File: src/rtl/simd_sign_mac.sv
module simd_sign_mac #(
  parameter int LANES  = 8,
  parameter int LANE_W = 8,
  localparam int VEC_W = LANES * LANE_W,
  localparam int SEL_W = $clog2(LANES)
) (
  input  logic             clk,
  input  logic             rst_n,
  input  logic             start,
  input  logic [SEL_W-1:0] row_sel,
  input  logic [LANES-1:0] sign_bits,
  input  logic [VEC_W-1:0] opnd_in,
  input  logic [VEC_W-1:0] acc_in,
  output logic [VEC_W-1:0] acc_out,
  output logic             acc_vld
);

  logic             add_mode;
  logic [VEC_W-1:0] lane_next;

  assign add_mode = sign_bits[row_sel];

  for (genvar g = 0; g < LANES; g++) begin : g_lane
    logic [LANE_W-1:0] a_l, b_l, b_eff;
    assign a_l   = acc_in[g*LANE_W +: LANE_W];
    assign b_l   = opnd_in[g*LANE_W +: LANE_W];
    assign b_eff = add_mode ? b_l : ~b_l;
    assign lane_next[g*LANE_W +: LANE_W] = a_l + b_eff + {{(LANE_W-1){1'b0}}, ~add_mode};
  end

  always_ff @(posedge clk or negedge rst_n) begin
    if (!rst_n) begin
      acc_out <= '0;
      acc_vld <= 1'b0;
    end else begin
      acc_vld <= start;
      if (start) acc_out <= lane_next;
    end
  end

endmodule

File: config.mk
export PLATFORM = sky130hd
export DESIGN_NAME = simd_sign_mac
export DESIGN_NICKNAME = d
export VERILOG_FILES = /design/src/rtl/simd_sign_mac.sv
export SDC_FILE = /design/constraint.sdc
export NUM_CORES = 1
export LEC_CHECK = 0
export ABC_AREA = 1
export CELL_PAD_IN_SITES_DETAIL_PLACEMENT = 1
export CELL_PAD_IN_SITES_GLOBAL_PLACEMENT = 1
export CORE_UTILIZATION = 34
export DETAILED_ROUTE_END_ITERATION = 16
export PLACE_DENSITY = 0.85
export SLEW_MARGIN = 10
export SYNTH_ARGS = -nofsm -noshare
export SYNTH_HDL_FRONTEND = slang
export SYNTH_SLANG_ARGS = --single-unit
File: constraint.sdc
create_clock -name clk -period 2 [get_ports clk]
set_clock_uncertainty 0.2 [all_clocks]
set_input_delay 0.4 -clock clk [delete_from_list [all_inputs] [get_ports clk]]
set_output_delay 0.4 -clock clk [all_outputs]
set_load 0.03 [all_outputs]
==> After elaboration in Yosys (flattened, before gate mapping) <==
Cells that the tools add are included.
{ "totals": {"input_bits": 142, "reg_bits": 65, "word_cells": 38, "out_inout_bits": 65} }
{ "op_classes": {"add_sub_neg": 16, "muxes": 10, "bitwise_logic": 9, "n_lt_le_gt_ge": 1} }
{ "ops": {"columns": ["cell", "count"], "rows": [
  ["$add 8x1->8", 8],
  ["$add 8x8->8", 8],
  ["$mux 8", 8],
  ["$not 8->8", 8],
  ["$lt 3x4->1 const B", 1],
  ["$bmux 1 s3", 1],
  ["$mux 1", 1],
  ["$not 1->1", 1]
]} }

==> Logic depth before layout (Yosys ltp) <==
{ "logic_depth": {"depth_word": 5, "depth_mapped": 18, "depth_no_buf": 16} }

==> Worst setup path before layout <==
No wires, ideal clock.
{ "synth_timing": {"path_type": "input-to-reg", "startpoint": "input port row_sel[0]", "endpoint": "register acc_out[62]", "t_arrival_ns": 2.454, "setup_slack_ns": -0.789, "t_required_ns": 1.665, "path_buffers": 2, "path_stages": 16, "setup_time_ns": 0.135, "cell_sequence": "inv_2 or2_0 nand2_2 nand3_4 nand2_4 buf_12 buf_4 xor2_1 fa_1 inv_1 nor2_1 o21ai_0 nand2_1 a21oi_1 or2_2 a31oi_1"} }
{ "synth_via": {"elab_chain_cells": 5, "elab_cells_between_ends": 6, "cone_classes": "add/sub: 2; mux: 3; bitwise: 1"} }
{ "synth_rtl": {"columns": ["element", "line", "text"], "rows": [
  ["start, declared", "10", "input logic [SEL_W-1:0] row_sel,"],
  ["$bmux 1 s3 *", "21", "assign add_mode = sign_bits[row_sel];"],
  ["$mux 1 (implied by the code) *", "21", null],
  ["$mux 8", "27", "assign b_eff = add_mode ? b_l : ~b_l;"],
  ["$add 8x8->8", "28", "assign lane_next[g*LANE_W +: LANE_W] = a_l + b_eff + {{(LANE_W-1){1'b0}}, ~add_mode};"],
  ["$add 8x1->8 *", "28", null],
  ["end signal, assigned", "37", "if (start) acc_out <= lane_next;"],
  ["end, declared", "14", "output logic [VEC_W-1:0] acc_out,"]
]} }
Mark *: on every way between the ends. The rest lies on a longest branch, timed or not. The select of a mux whose other input is x is not followed.
A chain may end at the register's enable or synchronous reset.

==> Worst setup path in the final report <==
{ "layout_timing": {"startpoint": "input port row_sel[0]", "endpoint": "register acc_out[55]"} }
Same word-level chain as after synthesis.

==> results.txt <==
starting density of the core - 34.6%
PD cells - 869 nW/um^2
TritonCTS clock tree - done
WL per Instance - 21.7 um
GRT Total Usage - 30.6%
drt first pass iters - 4
sequential share of the synthesized area - 29.7%
synth unique cells - 29
number of CTS-inserted buffers - 9
final wirelength - 28.4 mm
Max-cap violations - 0
initial detailed-routing violation count - 259
fin. max-slew vios - 0
DRT antenna net count - 0
CTS Root Cell - clkbuf_16
Slew @ Worst Pin - 0.442 ns
worst vdd ir - 460 uV
Inst Count DP - 1253
syn nets - 938
antenna cells - 0
vias in the first global route - 7668
worst stage delay on the critical path - 0.33 ns
Fillers - 1771
Worst Path Arrival - 2.78 ns
# IOs - 207
crit start category - primary input
DRC Markers - 0
clock sink total - 65
Post-Syn Area - 5480 sq um
Core Footprint - 15800 sq um
Max transition margin - 70.6%
num rows - 46
Post-Synth Simple-Gate Area - 25.1%
global-route wire length before repair - 38.8 mm
status - complete, but fails checks
GRT overflow - 0
failing checks - negative setup slack
routability cong. - 0.907
Crit Path Max Fanout - 7
Synth Area per Inst - 7.43 sq um
via count - 6851
Mapped Cells - 738
DR vias/cell - 5.21
final worst path period share - 138%
crit path cell chain - buf_12 > inv_6 > or2_0 > nand2_2 > nand3_4 > nand2_8 > buf_4 > buf_6 > xor2_1 > ha_1 > a21oi_2 > nor2_1 > a211oi_4 > nand3_1 > nand3_2 > nand2_1
commonest non-fill, non-tap cell in the layout - nand2_1
final setup margin - -0.753 ns
die footprint - 16600 sq um
flop and latch count out of synthesis - 65
CTS HTree Levels - 3
clk_lat worst skew - 0.34 ns
commonest non-fill, non-tap cells in the layout - nand2_1 (180), clkdlybuf4s50_1 (141), buf_4 (125)
Hold Worst Slack - 0.282 ns
Synth Area in XOR/XNOR - 12.8%
f_max - 363 MHz
Worst Setup Path Type - primary input to register
Final Setup Violations - 57
Final #Nets - 1293
Post-Synth Adder-Cell Area - 14.3%
input/output buffers - 206
ratio of cells with drive above 1 in the final layout - 34.7%
min cycle time layout - 2.75 ns
clk slew on worst S/H paths - 0.07 ns
Setup TNS Final - -22.57 ns
dpl ws - -1.51 ns
largest net degree at the start of global routing - 66
CP endpoint kind - register
synth warn - 0
Finished Layout Cells - 1314
CP required - 2.03 ns
Leak - 0.00529 uW
critical path's slowest cell - ha_1
initial antenna violation count - 1
area grow syn2layout - 91.9%
largest family of logic cells by synthesized area - simple AND/OR/NAND/NOR gates
Detailed Place HPWL - 16.2 mm
Horiz. Die Dim - 129 um
Clock Path Buffers - 2
RSZ-0062 raised after global routing - true
mux share of post-synthesis cell area - 0%
final core occ - 66.4%
Hold Fails Final Rpt - 0
Compound-Gate Fraction of Synth Area - 10.2%
class of the worst hold path - register to register
Die Height - 129 um
## cell usage after synthesis (all sizes together)
cell type | instances | share of area [%]
clkbuf | 13 | 0.89
nand3b | 1 | 0.14
fa | 8 | 2.9
xnor2 | 8 | 1.3
xor2 | 66 | 12
dfrtp | 65 | 30
nor2 | 36 | 2.5
a21oi | 39 | 3.6
a21o | 7 | 0.96
a211oi | 2 | 0.27
a31oi | 15 | 1.7
inv | 86 | 5.9
buf | 7 | 1.2
o21ai | 40 | 3.7
nand2 | 221 | 15
nor3 | 13 | 1.2
nand3 | 58 | 5.6
ha | 50 | 11
or2 | 3 | 0.34
## metrics by stage
stage	power [uW]	instance area, sq um
floorplan	4170	5640
global placement	6000	8710
detailed placement	6210	8710
CTS	8390	9800
global route	9530	10500
finish	9140	10500
## report_power, final
part           leakage, uW  total, uW  internal, uW  switching (uW)
clock             0.000149       1720          1040             679
combinational      0.00437       5550          2470            3080
sequential        0.000772       1880          1650             227
## kinds of logic after synthesis
group	after synthesis
simple gates	332
buf+inv	106
compound gates	103
xor+xnor	74
flops	65
fa+ha+maj	58
## final timing paths
| path | slack (ns) | startpoint | end | cells after the start |
|---|---|---|---|---|
| setup reg to reg | 1.02 | acc_out[40] | acc_out[40] | 2 |
| setup / recovery | -0.75 | row_sel[0] | acc_out[55] | 16 |
| max in group asynchronous | 0.83 | rst_n | acc_out[42] | 3 |
| hold reg to reg | 0.28 | acc_out[57] | acc_out[57] | 2 |
| hold / removal | 0.28 | acc_out[57] | acc_out[57] | 2 |
| min in group asynchronous | 0.38 | rst_n | acc_out[39] | 3 |
## repair_timing
item                                    CTS  global route
hold endpoints to repair                 65             0
gates cloned                              2             0
endpoints found under the setup margin   79            85
setup buffers                            30            21
pin swaps                                90            83
resized for setup                       176           154
hold buffers                              1             0
## layer usage
| metal | part of all wire [%] | global-route usage (%) | up-vias |
|---|---|---|---|
| met3 | 5.3 | 6.57 | 109 |
| met4 | 4.9 | 15.3 | 2 |
| met1 | 36 | 31.4 | 3418 |
| li1 | - | - | 3049 |
| met2 | 54 | 58.5 | 273 |
| met5 | 0.067 | 0 | - |
## critical path: cells and delay by family
kind / cells / cell delay (ns)
xor+xnor: 1 / 0.29
compound gates: 2 / 0.41
simple gates: 8 / 0.95
fa+ha+maj: 1 / 0.33
buf+inv: 4 / 0.38
## state kept, by name (all words and copies together), names as in the netlist
register	cells
acc_vld	1
acc_out	64
## area by class of cell
cell class,instances,area [sq um],share of cell area [%]
well taps,216,270,2.57
flip-flops and latches,65,1630,15.5
multi-input cells,567,4510,42.9
clock inverters,4,51.3,0.488
clock buffers,12,256,2.44
inverters,86,330,3.14
repair buffers,364,3470,33.0
(Power assumes the default switching activity.)
